===== src/rtl/chr_map_pkg.sv =====
package chr_map_pkg;
  localparam int PPU_AW     = 13;
  localparam int WIN_COUNT  = 8;
  localparam int IDX_COUNT  = 6;
  localparam int BASE_BIT   = 2;
  localparam int SWAP_BIT   = 7;
  localparam int SPLIT_BIT  = 4;

  typedef enum logic [1:0] {
    SCH_DIRECT  = 2'd0,
    SCH_INDEXED = 2'd1,
    SCH_SER_A   = 2'd2,
    SCH_SER_B   = 2'd3
  } scheme_e;
endpackage


===== src/rtl/chr_outer_gen.sv =====
module chr_outer_gen #(
  parameter int REG_W  = 8,
  parameter int GAME_W = 3,
  localparam int BANK_W = REG_W + GAME_W
) (
  input  logic [GAME_W-1:0] game_i,
  output logic [BANK_W-1:0] mask_o,
  output logic [BANK_W-1:0] outer_o
);
  always_comb begin
    mask_o             = '0;
    mask_o[REG_W-1:0]  = '1;
    outer_o            = '0;
    if (game_i != '0) begin
      mask_o[REG_W-1] = 1'b0;
      outer_o = BANK_W'({1'b0, game_i} + (GAME_W+1)'(1)) << (REG_W - 1);
    end
  end
endmodule


===== src/rtl/chr_fine_sel.sv =====
module chr_fine_sel import chr_map_pkg::*; #(
  parameter int REG_W = 8
) (
  input  logic [2:0]                 win_i,
  input  logic                       indexed_i,
  input  logic                       swap_i,
  input  logic [WIN_COUNT*REG_W-1:0] direct_regs_i,
  input  logic [IDX_COUNT*REG_W-1:0] idx_regs_i,
  output logic [REG_W-1:0]           reg_o
);
  logic [REG_W-1:0] dir_a [WIN_COUNT];
  logic [REG_W-1:0] idx_a [IDX_COUNT];

  for (genvar i = 0; i < WIN_COUNT; i++) begin : g_dir
    assign dir_a[i] = direct_regs_i[i*REG_W +: REG_W];
  end
  for (genvar i = 0; i < IDX_COUNT; i++) begin : g_idx
    assign idx_a[i] = idx_regs_i[i*REG_W +: REG_W];
  end

  logic [2:0] k;
  assign k = win_i ^ {swap_i, 2'b00};

  always_comb begin
    if (!indexed_i)
      reg_o = dir_a[win_i];
    else if (!k[2])
      // 2 KB pair: low bit comes from the window, not the register
      reg_o = {idx_a[{2'b00, k[1]}][REG_W-1:1], k[0]};
    else
      reg_o = idx_a[3'd2 + {1'b0, k[1:0]}];
  end
endmodule


===== src/rtl/chr_coarse_sel.sv =====
module chr_coarse_sel import chr_map_pkg::*; #(
  parameter int REG_W  = 8,
  parameter int GAME_W = 3,
  localparam int BANK_W = REG_W + GAME_W,
  localparam int CHR_AW = BANK_W + 12
) (
  input  logic [PPU_AW-1:0] ppu_i,
  input  logic              split_i,
  input  logic [REG_W-1:0]  reg1_i,
  input  logic [REG_W-1:0]  reg2_i,
  input  logic [BANK_W-1:0] mask_i,
  input  logic [BANK_W-1:0] outer_i,
  output logic [CHR_AW-1:0] addr_o
);
  logic [BANK_W-1:0] outer_hi, sel, b4, b8;
  logic              unused_b8;

  assign outer_hi  = outer_i & ~mask_i;
  assign sel       = BANK_W'(ppu_i[12] ? reg2_i : reg1_i);
  assign b4        = outer_hi | (sel & mask_i);
  assign b8        = (outer_hi >> 1) | ((BANK_W'(reg1_i) & mask_i) >> 1);
  assign unused_b8 = b8[BANK_W-1];

  always_comb begin
    if (split_i) addr_o = {b4, ppu_i[11:0]};
    else         addr_o = {b8[BANK_W-2:0], ppu_i};
  end
endmodule


===== src/rtl/chr_bank_map.sv =====
module chr_bank_map import chr_map_pkg::*; #(
  parameter int REG_W  = 8,
  parameter int GAME_W = 3,
  localparam int BANK_W = REG_W + GAME_W,
  localparam int CHR_AW = BANK_W + 12
) (
  input  logic                       clk_i,
  input  logic                       rst_ni,
  input  logic [PPU_AW-1:0]          ppu_addr_i,
  input  logic [REG_W-1:0]           mode_i,
  input  logic [WIN_COUNT*REG_W-1:0] direct_regs_i,
  input  logic [IDX_COUNT*REG_W-1:0] idx_regs_i,
  input  logic [REG_W-1:0]           idx_ctrl_i,
  input  logic [REG_W-1:0]           ser_ctrl_i,
  input  logic [2*REG_W-1:0]         ser_regs_i,
  input  logic [GAME_W-1:0]          game_i,
  output logic [CHR_AW-1:0]          chr_addr_o
);
  scheme_e           scheme;
  logic [BANK_W-1:0] mask, outer, base, fine_hi, bank1;
  logic [REG_W-1:0]  fine_reg;
  logic [CHR_AW-1:0] addr_fine, addr_coarse, addr_d;
  logic              unused_bits;

  assign scheme = scheme_e'(mode_i[1:0]);
  assign unused_bits = ^{mode_i[REG_W-1:3], idx_ctrl_i[REG_W-2:0],
                         ser_ctrl_i[REG_W-1:SPLIT_BIT+1], ser_ctrl_i[SPLIT_BIT-1:0]};

  chr_outer_gen #(.REG_W(REG_W), .GAME_W(GAME_W)) u_outer (
    .game_i  (game_i),
    .mask_o  (mask),
    .outer_o (outer)
  );

  chr_fine_sel #(.REG_W(REG_W)) u_fine (
    .win_i         (ppu_addr_i[12:10]),
    .indexed_i     (scheme == SCH_INDEXED),
    .swap_i        (idx_ctrl_i[SWAP_BIT]),
    .direct_regs_i (direct_regs_i),
    .idx_regs_i    (idx_regs_i),
    .reg_o         (fine_reg)
  );

  chr_coarse_sel #(.REG_W(REG_W), .GAME_W(GAME_W)) u_coarse (
    .ppu_i   (ppu_addr_i),
    .split_i (ser_ctrl_i[SPLIT_BIT]),
    .reg1_i  (ser_regs_i[REG_W-1:0]),
    .reg2_i  (ser_regs_i[2*REG_W-1:REG_W]),
    .mask_i  (mask),
    .outer_i (outer),
    .addr_o  (addr_coarse)
  );

  // 256-bank base only applies to the 1 KB schemes
  assign base      = mode_i[BASE_BIT] ? (BANK_W'(1) << REG_W) : '0;
  assign fine_hi   = (outer | base) & ~mask;
  assign bank1     = fine_hi | (BANK_W'(fine_reg) & mask);
  assign addr_fine = {2'b00, bank1, ppu_addr_i[9:0]};

  always_comb begin
    unique case (scheme)
      SCH_DIRECT, SCH_INDEXED: addr_d = addr_fine;
      default:                 addr_d = addr_coarse;
    endcase
  end

  always_ff @(posedge clk_i or negedge rst_ni) begin
    if (!rst_ni) chr_addr_o <= '0;
    else         chr_addr_o <= addr_d;
  end
endmodule


===== config.mk =====
export PLATFORM = sky130hd
export DESIGN_NAME = chr_bank_map
export DESIGN_NICKNAME = d
export VERILOG_FILES = /design/src/rtl/chr_map_pkg.sv /design/src/rtl/chr_outer_gen.sv /design/src/rtl/chr_fine_sel.sv /design/src/rtl/chr_coarse_sel.sv /design/src/rtl/chr_bank_map.sv
export SDC_FILE = /design/constraint.sdc
export NUM_CORES = 1
export LEC_CHECK = 0
export CORE_UTILIZATION = 29
export CTS_CLUSTER_DIAMETER = 200
export DETAILED_ROUTE_END_ITERATION = 12
export PLACE_DENSITY = 0.93
export SYNTH_ARGS = -nofsm -noshare
export SYNTH_HDL_FRONTEND = slang
export SYNTH_SLANG_ARGS = --single-unit

===== constraint.sdc =====
create_clock -name clk_i -period 0.8 [get_ports clk_i]
set_clock_uncertainty 0.1 [all_clocks]
set_input_delay 0.16 -clock clk_i [delete_from_list [all_inputs] [get_ports clk_i]]
set_output_delay 0.16 -clock clk_i [all_outputs]
set_load 0.02 [all_outputs]

After elaboration in Yosys (flattened, before gate mapping)
Cells that the tools add are included.

Register bits after elaboration: 23. Input port bits: 170. Output and inout port bits: 23. Word-level logic and storage cells: 41.

Add/sub/neg operators: 2. $lt $le $gt $ge: 3. Equality and inequality tests: 1. Muxes and demuxes: 17. Bitwise gates (word level): 14. Reductions and logical operators: 3.

Operators with widths (number): $bmux 8 s3 (3); $mux 8 (9); $mux 23 (2); $and 11x11->11 (2); $and 8x8->8 (2); $ge 4x4->1 const B (3); $and 11x8->11 (1); $mux 11 (1); $not 8->11 (1); $or 11x11->11 (1); $or 11x8->11 (1); $or 11x9->11 (1); $or 10x10->10 (1); $mux 9 (1); $not 3->4 (2); $add 3x1->4 const B (1); $not 1->4 (1); $add 2x2->3 const A (1); $reduce_bool 3->1 (1); $xor 3x3->3 (1); $eq 2x1->1 const B (1); $logic_not 2->1 (1); $reduce_or 2->1 (1); $mux 1 (1).

Logic depth before layout (Yosys ltp)
Gate-level depths: netlist (run 1).

Depth in word-level cells: 11. Mapped depth: 8. Depth with buffers taken out: 6.

Hierarchy
A second synthesis (run 1) with hierarchy kept.

Cell total of the unflattened synthesis: 247. Area, all modules: 2491.1 um2.

Modules (own cells, without submodules): chr_fine_sel (instances 1, cells each 94, area each 965.9 um2, sequential area each 0.0 um2); chr_bank_map (instances 1, cells each 73, area each 964.7 um2, sequential area each 575.6 um2); chr_coarse_sel (instances 1, cells each 52, area each 361.6 um2, sequential area each 0.0 um2); chr_outer_gen (instances 1, cells each 28, area each 198.9 um2, sequential area each 0.0 um2).

Least setup slack after synthesis (run 1)
Ideal clock, no wire load.

Path type: input -> register. Start point: input port ppu_addr_i[10]. End point: register chr_addr_o[12]. Library setup time: 0.126 ns. Arrival: 1.290 ns. Required time: 0.574 ns. Slack: -0.716 ns. Stages: 4. Path buffers: 1. Cells stage by stage: buf_6 -> mux2_4 -> mux4_2 -> a221o_1.

Cells in the longest elaborated chain, start to end: 11. Elaborated cells on any way between the ends: 15. Those cells by class: add/sub (1); mux (9); bitwise (5).

RTL lines: start: declaration (line chr_bank_map.sv:9) `input logic [PPU_AW-1:0] ppu_addr_i,`; $xor 3x3->3 (line chr_fine_sel.sv:22) `assign k = win_i ^ {swap_i, 2'b00};`; $add 2x2->3 (line chr_fine_sel.sv:31) `reg_o = idx_a[3'd2 + {1'b0, k[1:0]}];`; $not 3->4 (implied by the code) (line chr_fine_sel.sv:31); $bmux 8 s3 (line chr_fine_sel.sv:31); $mux 8 (implied by the code) (2 in a row) (line chr_fine_sel.sv:31); $mux 8 (line chr_fine_sel.sv:27) `else if (!k[2])`; $mux 8 * (line chr_fine_sel.sv:25) `if (!indexed_i)`; $and 8x8->8 * (line chr_bank_map.sv:57) `assign bank1 = fine_hi | (BANK_W'(fine_reg) & mask);`; $or 11x8->11 * (line chr_bank_map.sv:57); $mux 23 * (line chr_bank_map.sv:61) `unique case (scheme)`; net addr_d[12] (line chr_bank_map.sv:22) `logic [CHR_AW-1:0] addr_fine, addr_coarse, addr_d;`; end signal: assignment (line chr_bank_map.sv:69) `else chr_addr_o <= addr_d;`; end: declaration (line chr_bank_map.sv:17) `output logic [CHR_AW-1:0] chr_addr_o`.

The timed path passes the listed nets; every way through them passes the cells marked *. The select of a mux whose other input is x is not followed.

Final worst setup path (run 1)
Start point: input port idx_regs_i[18]. End point: register chr_addr_o[12].

Cells in the longest elaborated chain, start to end: 8. Elaborated cells on any way between the ends: 11. Those cells by class: mux (9); bitwise (2).

RTL lines: start: declaration (line chr_bank_map.sv:12) `input logic [IDX_COUNT*REG_W-1:0] idx_regs_i,`; $bmux 8 s3 (on tied branches) (line chr_fine_sel.sv:29, chr_fine_sel.sv:31); $mux 8 (on tied branches) (2 in a row) (line chr_fine_sel.sv:29, chr_fine_sel.sv:31); $mux 8 * (line chr_fine_sel.sv:27); $mux 8 * (line chr_fine_sel.sv:25); $and 8x8->8 * (line chr_bank_map.sv:57); $or 11x8->11 * (line chr_bank_map.sv:57); $mux 23 * (line chr_bank_map.sv:61); net addr_d[12] (line chr_bank_map.sv:22).

Marks and branches as above.

==> flow_summary_export.csv, run 1 <==
group,metric,value,unit
run_status,outcome,"complete, but fails checks",
run_status,violations,"setup timing",
grt,grt_pass1_wl,12.31,mm
floorplanning,core-area,6061,um2
sta,setup_ws,-531.1,ps
setup_path,critical-path-max-stage-delay,470,ps
logic_synthesis,syn_area_per_cell,10.81,um2
floorplanning,dieHeight,82.31,um
cells_and_area,post-route-util,0.7289,
worst_hold_path,hold_class,"input port to asynchronous set/reset pin",
cells_and_area,regMostFlops,"chr_addr_o",
logic_synthesis,netlist.area_leader.share,0.3077,
logic_synthesis,synth_cell_types,36,
logic_synthesis,yosysSeqAreaShare,0.3077,
grt,antenna_found_initial,0,
floorplanning,start_util,0.3086,
clock_network,clockRootBuffer,"clkbuf_8",
cells_and_area,diodes,0,
cells_and_area,nets,565,
logic_synthesis,syn_inst,173,
place,dp.cells,448,
clock_network,numCtsBuffers,3,
sta,tns,-9092,ps
routing,drtIter0Drc,78,
sta,fin_crit_sh,1.664,
logic_synthesis,synth_largest_area_cell,"dfrtp_1",
clock_network,htreeDepth,1,
setup_path,worstSetupPathType,"input port to flip-flop",
setup_path,crit_slowest_cell,"mux4_2",
grt,grt_pass1_vias,2572,
grt,grt_max_degree,24,
routing,routedWlPerCell,19.71,um
sta,slew_headroom,0.7365,
sta,layout_min_cycle_time,1331,ps
setup_path,cp.arrival,1380,ps
clock_network,cts_tree,"built",
setup_path,worst_ep_required_time,850,ps
cells_and_area,area_growth,136.2,%
setup_path,cp_max_fo,1,
routing,drc,0,
logic_synthesis,synth_area_leaders,"dfrtp_1 (31%), mux4_2 (14%), mux2i_1 (12%)",
cells_and_area,fin_cells,467,
grt,grtUsageTotal,0.2502,
clock_network,cts_buffer_depth,2,
place,port_buffers,171,
clock_network,cts_num_sinks,23,
cells_and_area,largest_register_ffs,23,
sta,fmax,0.7513,GHz
sta,rsz0062_at_grt,"true",
sta,worst_pin_slew,390.3,ps
sta,setup_viol,32,
setup_path,startpoint,"idx_regs_i[18]",
sta,drv_slew,0,
setup_path,endpoint_kind,"flip-flop",
cells_and_area,reg_top3,"chr_addr_o (23)",
routing,antenna_left,0,
pwr,leakage,1.965,nW
floorplanning,num_rows,28,
logic_synthesis,synth_area,1871,um2
pwr,vdd_drop_max,0.6853,mV
routing,drtPass1Iterations,4,
floorplanning,dieArea,6775,um2
logic_synthesis,synth_warnings,0,
sta,hold_viol_final,0,
cells_and_area,drive_gt1_frac,0.3776,
pwr,power_density,963.6,nW/um2
flow_run,drv_cap,0,
logic_synthesis,synth_seq_cells,23,
place,hpwl,6.723,mm
routing,routed_wl,9.204,mm
grt,gr-total-overflow,0,
logic_synthesis,syn-num-nets,345,
routing,vias_per_cell,5.330,
place,routabilityCongestion,0.8113,
routing,vias,2489,
floorplanning,die_x,82.31,um
clock_network,path_clk_slew,80,ps
floorplanning,io_pins,193,
setup_path,cp-start-kind,"input port",
setup_path,path_cells,"clkdlybuf4s15_1 -> mux2_4 -> mux4_2 -> a221o_1",
-- layer usage --
| layer | track usage | wire [um] |
|---|---|---|
| met1 | 0.2422 | 2996 |
| met2 | 0.5207 | 5270 |
| met3 | 0.04176 | 663 |
| met4 | 0.08246 | 274 |
| met5 | 0 | 0 |
-- cell type report --
class	instances	area (um2)
timing repair buffer	228	2240
clock buffer	4	45.04
tap	75	93.84
sequential	23	575.6
multi-input combinational	131	1441
fill	416	1643
inverter	6	22.52
-- synthesized netlist by cell type --
cell type / number
o22ai_1: 2
a2111oi_0: 2
o21ai_0: 3
o311ai_0: 5
nand2_1: 9
a21oi_1: 3
mux4_1: 1
buf_4: 2
inv_1: 6
a211oi_1: 4
mux4_2: 12
mux2i_1: 23
mux2_4: 2
nand3_1: 10
nor2b_1: 7
nor2_1: 10
a21boi_0: 1
o2111a_1: 1
a2111oi_2: 1
mux2_2: 7
ha_1: 2
o311ai_1: 1
o21ai_1: 4
a221o_1: 2
nor3_1: 3
o22a_1: 4
nand2b_1: 2
buf_2: 6
xnor2_1: 1
buf_6: 3
xor2_1: 1
dfrtp_1: 23
o221ai_1: 2
o31ai_1: 5
clkbuf_1: 2
o2111ai_1: 1
-- cell families (layout without fill, tap and decap cells) --
| logic type | count (synthesis) | count (layout) | synth area share |
|---|---|---|---|
| DFF | 23 | 23 | 0.3077 |
| and+or+nand+nor | 41 | 41 | 0.1030 |
| adders and majority gates | 2 | 2 | 0.01338 |
| buffers and inverters | 19 | 238 | 0.05819 |
| muxes | 45 | 45 | 0.3398 |
| AOI/OAI and AO/OA | 41 | 41 | 0.1686 |
| xor gates and xnor gates | 2 | 2 | 0.009366 |
-- stage by stage --
stage | power (mW) | setup WS [ps] | instance area, um2 | hold WS (ps)
floorplan | 2.038 | -714.8 | 1942 | -235.6
global placement | 3.232 | -1052 | 3986 | 425.9
detailed placement | 3.282 | -1139 | 3986 | 429.3
CTS | 4.159 | -507.3 | 4315 | 147.1
global route | 4.445 | -557.8 | 4418 | 152.7
finish | 4.257 | -531.1 | 4418 | 142.1
-- layout by cell type, fill, tap and decap left out, types with 5 or more instances in the layout --
master and n:
clkdlybuf4s50_1 76, dlygate4sd2_1 49, buf_4 39, buf_6 37, dfrtp_1 23, mux2i_1 21, mux4_2 13, nand3_1 10
clkdlybuf4s15_1 10, nor2_1 7, nand2_1 7, o21ai_1 7, buf_12 6, mux2_4 5, buf_2 5
-- how the worst max path moves through the flow --
| stage | end | slack [ps] | cells past startpoint |
|---|---|---|---|
| floorplan | chr_addr_o[12] | -710 | 4 |
| global placement | chr_addr_o[11] | -1050 | 6 |
| detailed placement | chr_addr_o[14] | -1140 | 6 |
| CTS | chr_addr_o[12] | -510 | 4 |
| global route | chr_addr_o[12] | -560 | 4 |
| finish | chr_addr_o[12] | -530 | 4 |
-- where the power goes --
group          switching (mW)  total, mW  leakage, nW  internal (mW)
Combinational           0.864       2.22         1.67           1.36
Sequential             0.0532       1.31        0.274           1.25
Clock                   0.370      0.725       0.0228          0.355
Total                    1.29       4.26         1.96           2.97
-- timing repair --
action                                  CTS  global route
resized for setup                       294            27
endpoints found under the setup margin   36            35
pin swaps                                24            17
hold buffers                              0             0
buffers inserted                         10             3
gates cloned                              3             0
-- critical path, delay by kind of cell --
kind / cells / cell delay, ps
buffers and inverters: 1 / 180
AO/OA/AOI/OAI: 1 / 310
multiplexers: 2 / 740
Note: power is estimated with default switching activity, not from simulation.
==> run 2: changes to the inputs <==
ABC_AREA = 1   (was not set)
CORE_UTILIZATION = 30   (was 29)
PLACE_DENSITY = 0.94   (was 0.93)
==> flow_summary_export.csv, run 2 <==
group,metric,value,unit
run_status,outcome,"complete, but fails checks",
run_status,violations,"setup timing",
clock_network,numCtsBuffers,3,
place,port_buffers,171,
clock_network,clockRootBuffer,"clkbuf_8",
routing,drc,0,
setup_path,crit_slowest_cell,"o22ai_2",
cells_and_area,final_cell_area,4623,um2
worst_hold_path,hold_class,"input port to flip-flop",
setup_path,critical-path-max-stage-delay,190,ps
place,placed_cell_area,3964,um2
grt,antenna_found_initial,1,
place,routabilityCongestion,0.8418,
logic_synthesis,synth_warnings,0,
cells_and_area,regMostFlops,"chr_addr_o",
logic_synthesis,yosysSeqAreaShare,0.2983,
setup_path,crit_top_cell,"nor2_1",
routing,drtPass1Iterations,5,
pwr,vdd_drop_max,0.7358,mV
logic_synthesis,yosys-top-cells-count,"nor2_1 (94), nand2_1 (77), o21ai_0 (59)",
logic_synthesis,netlist.area_leader.share,0.2983,
cells_and_area,layout_commonest_cell,"dlygate4sd2_1",
cells_and_area,nets,693,
grt,grt_max_degree,36,
cells_and_area,largest_register_ffs,23,
floorplanning,io_pins,193,
logic_synthesis,synth_area,1929,um2
logic_synthesis,synth-async-reset-ratio,1.000,
grt,grtUsageTotal,0.2891,
cells_and_area,multi_input_area,1500,um2
logic_synthesis,syn_inst,327,
cells_and_area,reg_top3,"chr_addr_o (23)",
floorplanning,num_rows,28,
pwr,p_clk_frac,0.168,
cells_and_area,n_fill_cell,434,
pwr,power.internal,2.902,mW
worst_hold_path,hold_start,"game_i[0]",
cells_and_area,seq_area,575.6,um2
sta,slew_headroom,0.8460,
floorplanning,die_x,82.20,um
logic_synthesis,synth_area_leaders,"dfrtp_1 (30%), nor2_1 (18%), o21ai_0 (15%)",
clock_network,cts_tree,"built",
sta,setup_viol,32,
setup_path,startpoint,"ppu_addr_i[10]",
logic_synthesis,synth_seq_cells,23,
flow_run,drv_cap,0,
sta,worst_pin_slew,230.7,ps
logic_synthesis,syn_area_per_cell,5.900,um2
pwr,pwr-share-seq,0.297,
sta,hold_viol_final,0,
sta,fmax,0.8879,GHz
setup_path,path_cells,"buf_16 -> inv_16 -> buf_12 -> nor2_1 -> o22ai_2 -> nor2_1 -> nor2_1 -> nor2_2 -> nor2_1",
logic_synthesis,synth_cell_types,21,
place,hpwl,6.676,mm
logic_synthesis,synth_top_flop_cell,"dfrtp_1",
routing,routedWlPerCell,16.64,um
clock_network,path_clk_slew,80,ps
setup_path,endpoint_kind,"flip-flop",
pwr,switching_share,0.3372,
setup_path,cp-start-kind,"input port",
floorplanning,dieHeight,82.20,um
cells_and_area,drive_gt1_frac,0.2885,
pwr,comb_power_share,0.535,
cells_and_area,post-route-util,0.7628,
grt,grt_pass1_wl,14.78,mm
floorplanning,dieArea,6756,um2
cells_and_area,area_growth,139.6,%
sta,drv_slew,0,
setup_path,worst_ep_required_time,900,ps
grt,grt_pass1_vias,3081,
routing,drtIter0Drc,213,
pwr,power_density,947.3,nW/um2
grt,gr-total-overflow,0,
routing,vias,3103,
floorplanning,start_util,0.3183,
routing,routed_wl,9.937,mm
logic_synthesis,synth_edf_count,0,
clock_network,cts_num_sinks,23,
setup_path,cp.arrival,1220,ps
sta,setup_ws,-326.2,ps
sta,layout_min_cycle_time,1126,ps
sta,fin_crit_sh,1.408,
pwr,power.switching,1.477,mW
routing,vias_per_cell,5.198,
routing,antenna_left,0,
clock_network,htreeDepth,1,
logic_synthesis,synth_largest_area_cell,"dfrtp_1",
logic_synthesis,syn-num-nets,499,
setup_path,worstSetupPathType,"input port to flip-flop",
sta,rsz0062_at_grt,"true",
pwr,leakage,2.166,nW
logic_synthesis,synth.most_common_cell,"nor2_1",
clock_network,cts_buffer_depth,2,
setup_path,cp_max_fo,8,
cells_and_area,layout_common_cells,"dlygate4sd2_1 (83), nor2_1 (69), nand2_1 (63), clkdlybuf4s50_1 (52), o21ai_1 (42)",
floorplanning,core-area,6061,um2
[run 2: cell types whose count changed in the layout (fill, tap and decap cells not counted), moves of 10 or more]
cell             before  now
buf_4                39   17
buf_6                37   27
clkdlybuf4s50_1      76   52
dlygate4sd2_1        49   83
mux2i_1              21    0
mux4_2               13    0
nand2_1               7   63
nand2_2               0   12
nor2_1                7   69
nor2_2                2   19
o21ai_1               7   42
o21ai_2               0   13
[run 2: logic make-up after synthesis]
family | Yosys count | share of synthesized area
and+or+nand+nor | 182 | 0.3625
AOI/OAI and AO/OA | 86 | 0.2425
buffers and inverters | 33 | 0.07523
DFF | 23 | 0.2983
adders and majority gates | 2 | 0.01297
xor gates and xnor gates | 1 | 0.008433
[run 2: what timing repair did]
action	CTS	global route
endpoints found under the setup margin	36	34
hold buffers	0	0
gates resized for setup	376	29
setup buffers	6	0
pin swaps	164	34
gates cloned	9	1
[run 2: final cells by class]
type / count / area share
inverters: 12 / 0.01949
clock inverters: 1 / 0.001083
well taps: 75 / 0.02030
flip-flops and latches: 23 / 0.1245
multi-input cells: 271 / 0.3245
repair buffers: 210 / 0.5001
clock buffers: 3 / 0.008931
diodes: 2 / 0.001083
[run 2: per-stage QoR]
stage               total power, mW  setup slack (ps)  setup TNS, ps  std cells  hold WS [ps]
floorplan                     2.057            -299.1          -2500        327        -235.6
CTS                           4.291            -268.7          -7676        594         94.29
global placement              3.242             -1054         -19970        575         419.6
detailed placement            3.279             -1077         -20530        575         428.8
global route                  4.629            -358.6          -9155        596         107.0
finish                        4.379            -326.2          -7987        597         95.35
[run 2: critical path, delay by kind of cell]
family / cells / cell delay (ps)
buffers and inverters: 3 / 370
AND/OR/NAND/NOR: 5 / 500
AO/OA/AOI/OAI: 1 / 190
[run 2: power groups by stage]
stage / logic, mW / clock network [mW] / registers [mW]
after floorplan: 0.638 / 0 / 1.42
after global placement: 1.94 / 0 / 1.30
after detailed placement: 1.97 / 0 / 1.30
after CTS: 2.24 / 0.752 / 1.30
after global routing: 2.51 / 0.808 / 1.31
final: 2.34 / 0.734 / 1.30
[run 2: worst paths after layout]
path | end | depth (start not counted)
worst max-delay path | chr_addr_o[16] | 9
worst min-delay path | chr_addr_o[22] | 3
max in group asynchronous | chr_addr_o[15] | 2
min in group asynchronous | chr_addr_o[9] | 2
[run 2: per-layer routing]
metal / wire length (um) / part of all wire / up-vias / track usage
li1: - / - / 1469 / -
met1: 3532 / 0.36 / 1417 / 0.3260
met2: 5150 / 0.52 / 187 / 0.5264
met3: 872 / 0.088 / 30 / 0.05275
met4: 381 / 0.038 / 0 / 0.1263
met5: 0 / 0 / - / 0
==> run 3: changes to the inputs <==
MAX_ROUTING_LAYER = met4   (was not set)
==> flow_summary_export.csv, run 3 (synthesis results as in run 2) <==
group,metric,value,unit
worst_hold_path,hold_end,"chr_addr_o[22]",
grt,grt_pass1_wl,14.08,mm
pwr,total_power,4.333,mW
sta,setup_ws,-331.3,ps
place,routabilityCongestion,0.8159,
cells_and_area,layout_commonest_cell,"dlygate4sd2_1",
cells_and_area,regMostFlops,"chr_addr_o",
clock_network,cts_buffer_depth,2,
setup_path,worst-path-stages,10,
setup_path,worst_ep_required_time,900,ps
cells_and_area,reg_top3,"chr_addr_o (23)",
grt,grt_pass1_vias,3144,
sta,fmax,0.8840,GHz
routing,drtIter0Drc,132,
floorplanning,dieHeight,82.20,um
cells_and_area,diodes,0,
floorplanning,start_util,0.3183,
cells_and_area,drive_gt1_frac,0.2686,
floorplanning,dieArea,6756,um2
cells_and_area,area_growth,138.5,%
clock_network,cts_tree,"built",
worst_hold_path,hold_depth,3,
sta,slew_headroom,0.8160,
run_status,violations,"setup timing",
setup_path,cp.arrival,1230,ps
floorplanning,core-area,6061,um2
routing,routedWlPerCell,16.79,um
routing,routed_wl,10.07,mm
grt,gr-total-overflow,0,
clock_network,cts_num_sinks,23,
setup_path,path_cells,"buf_12 -> inv_12 -> buf_6 -> buf_16 -> o21ai_1 -> o21ai_1 -> o21ai_1 -> nor2_1 -> nor2_2 -> nor2_1",
worst_hold_path,hold_start,"game_i[0]",
grt,grtUsageTotal,0.2859,
setup_path,cp_max_fo,10,
grt,grt_max_degree,25,
routing,drtPass1Iterations,4,
clock_network,path_clk_slew,80,ps
sta,drv_slew,0,
grt,antenna_found_initial,0,
setup_path,endpoint_kind,"flip-flop",
cells_and_area,largest_register_ffs,23,
setup_path,critical-path-max-stage-delay,160,ps
sta,hold_viol_final,0,
setup_path,crit_top_cell,"o21ai_1",
setup_path,crit_family,"buffers and inverters",
sta,rsz0062_at_grt,"true",
routing,vias_per_cell,5.192,
floorplanning,io_pins,193,
routing,vias,3115,
setup_path,crit_slowest_cell,"o21ai_1",
setup_path,cp-start-kind,"input port",
cells_and_area,layout_common_cells,"dlygate4sd2_1 (87), nand2_1 (70), nor2_1 (70), o21ai_1 (46), clkdlybuf4s50_1 (43)",
pwr,leakage,2.208,nW
pwr,power_density,941.6,nW/um2
setup_path,timing.critical_path.buf_inv,4,
place,hpwl,6.833,mm
worst_hold_path,hold_class,"input port to flip-flop",
sta,fin_crit_sh,1.414,
cells_and_area,n_fill_cell,445,
floorplanning,num_rows,28,
routing,antenna_left,0,
cells_and_area,nets,698,
sta,worst_pin_slew,273.1,ps
floorplanning,die_x,82.20,um
sta,tns,-7705,ps
pwr,vdd_drop_max,1.014,mV
clock_network,numCtsBuffers,3,
setup_path,worstSetupPathType,"input port to flip-flop",
clock_network,htreeDepth,1,
sta,holdWs,88.12,ps
clock_network,clockRootBuffer,"clkbuf_8",
run_status,outcome,"complete, but fails checks",
sta,layout_min_cycle_time,1131,ps
routing,drc,0,
sta,setup_viol,32,
flow_run,drv_cap,0,
place,port_buffers,171,
-- run 3: changes by cell type in the layout (fill, tap and decap cells not counted), sizes merged --
cell,delta
buf,+3
clkbuf,+3
dlygate4sd2,+4
dlymetal6s2s,+4
clkdlybuf4s50,-9
diode,-2
-- run 3: metal layers --
layer  vias to the layer above  wire (um)  GRT usage
li1                       1473          -          -
met1                      1433       3512     0.2918
met2                       173       5454     0.5339
met3                        36        698    0.04286
met4                         0        408     0.1316
met5                         -          0          -
-- run 3: power by group --
| group | total, mW | internal [mW] | switching (mW) | leakage [nW] |
|---|---|---|---|---|
| combinational | 2.32 | 1.28 | 1.04 | 1.91 |
| sequential | 1.30 | 1.25 | 0.0451 | 0.272 |
| clock | 0.716 | 0.348 | 0.368 | 0.0255 |
| total | 4.33 | 2.88 | 1.46 | 2.21 |
-- run 3: worst max-delay path by stage --
stage | start | to | slack [ps]
finish | ppu_addr_i[11] | chr_addr_o[16] | -330
global placement | ppu_addr_i[10] | chr_addr_o[16] | -1080
global route | ppu_addr_i[10] | chr_addr_o[17] | -390
detailed placement | ppu_addr_i[10] | chr_addr_o[16] | -1110
CTS | ppu_addr_i[11] | chr_addr_o[13] | -280
floorplan | ppu_addr_i[11] | chr_addr_o[12] | -300
-- run 3: repair_timing --
item / in CTS / in global routing
buffers inserted: 9 / 2
gates cloned: 7 / 3
gates resized for setup: 354 / 52
pin swaps: 155 / 45
hold buffers: 0 / 0
setup endpoints to repair: 36 / 34
-- run 3: area by class of cell --
cell class                 instances  area, um2  share of cell area
clock buffer                       3      41.29            0.008972
tap                               75      93.84             0.02039
clock inverter                     1      5.005            0.001088
inverter                          12      93.84             0.02039
timing repair buffer             215       2302              0.5003
sequential                        23      575.6              0.1251
multi-input combinational        271       1490              0.3238
-- run 3: metrics by stage --
stage / cell area (um2) / worst slack, ps / utilization / instances
global placement: 3956 / -1077 / 0.6528 / 576
finish: 4602 / -331.3 / 0.7593 / 600
CTS: 4368 / -284.1 / 0.7207 / 596
detailed placement: 3956 / -1111 / 0.6528 / 576
global route: 4602 / -389.0 / 0.7593 / 600
floorplan: 2028 / -299.1 / - / 327
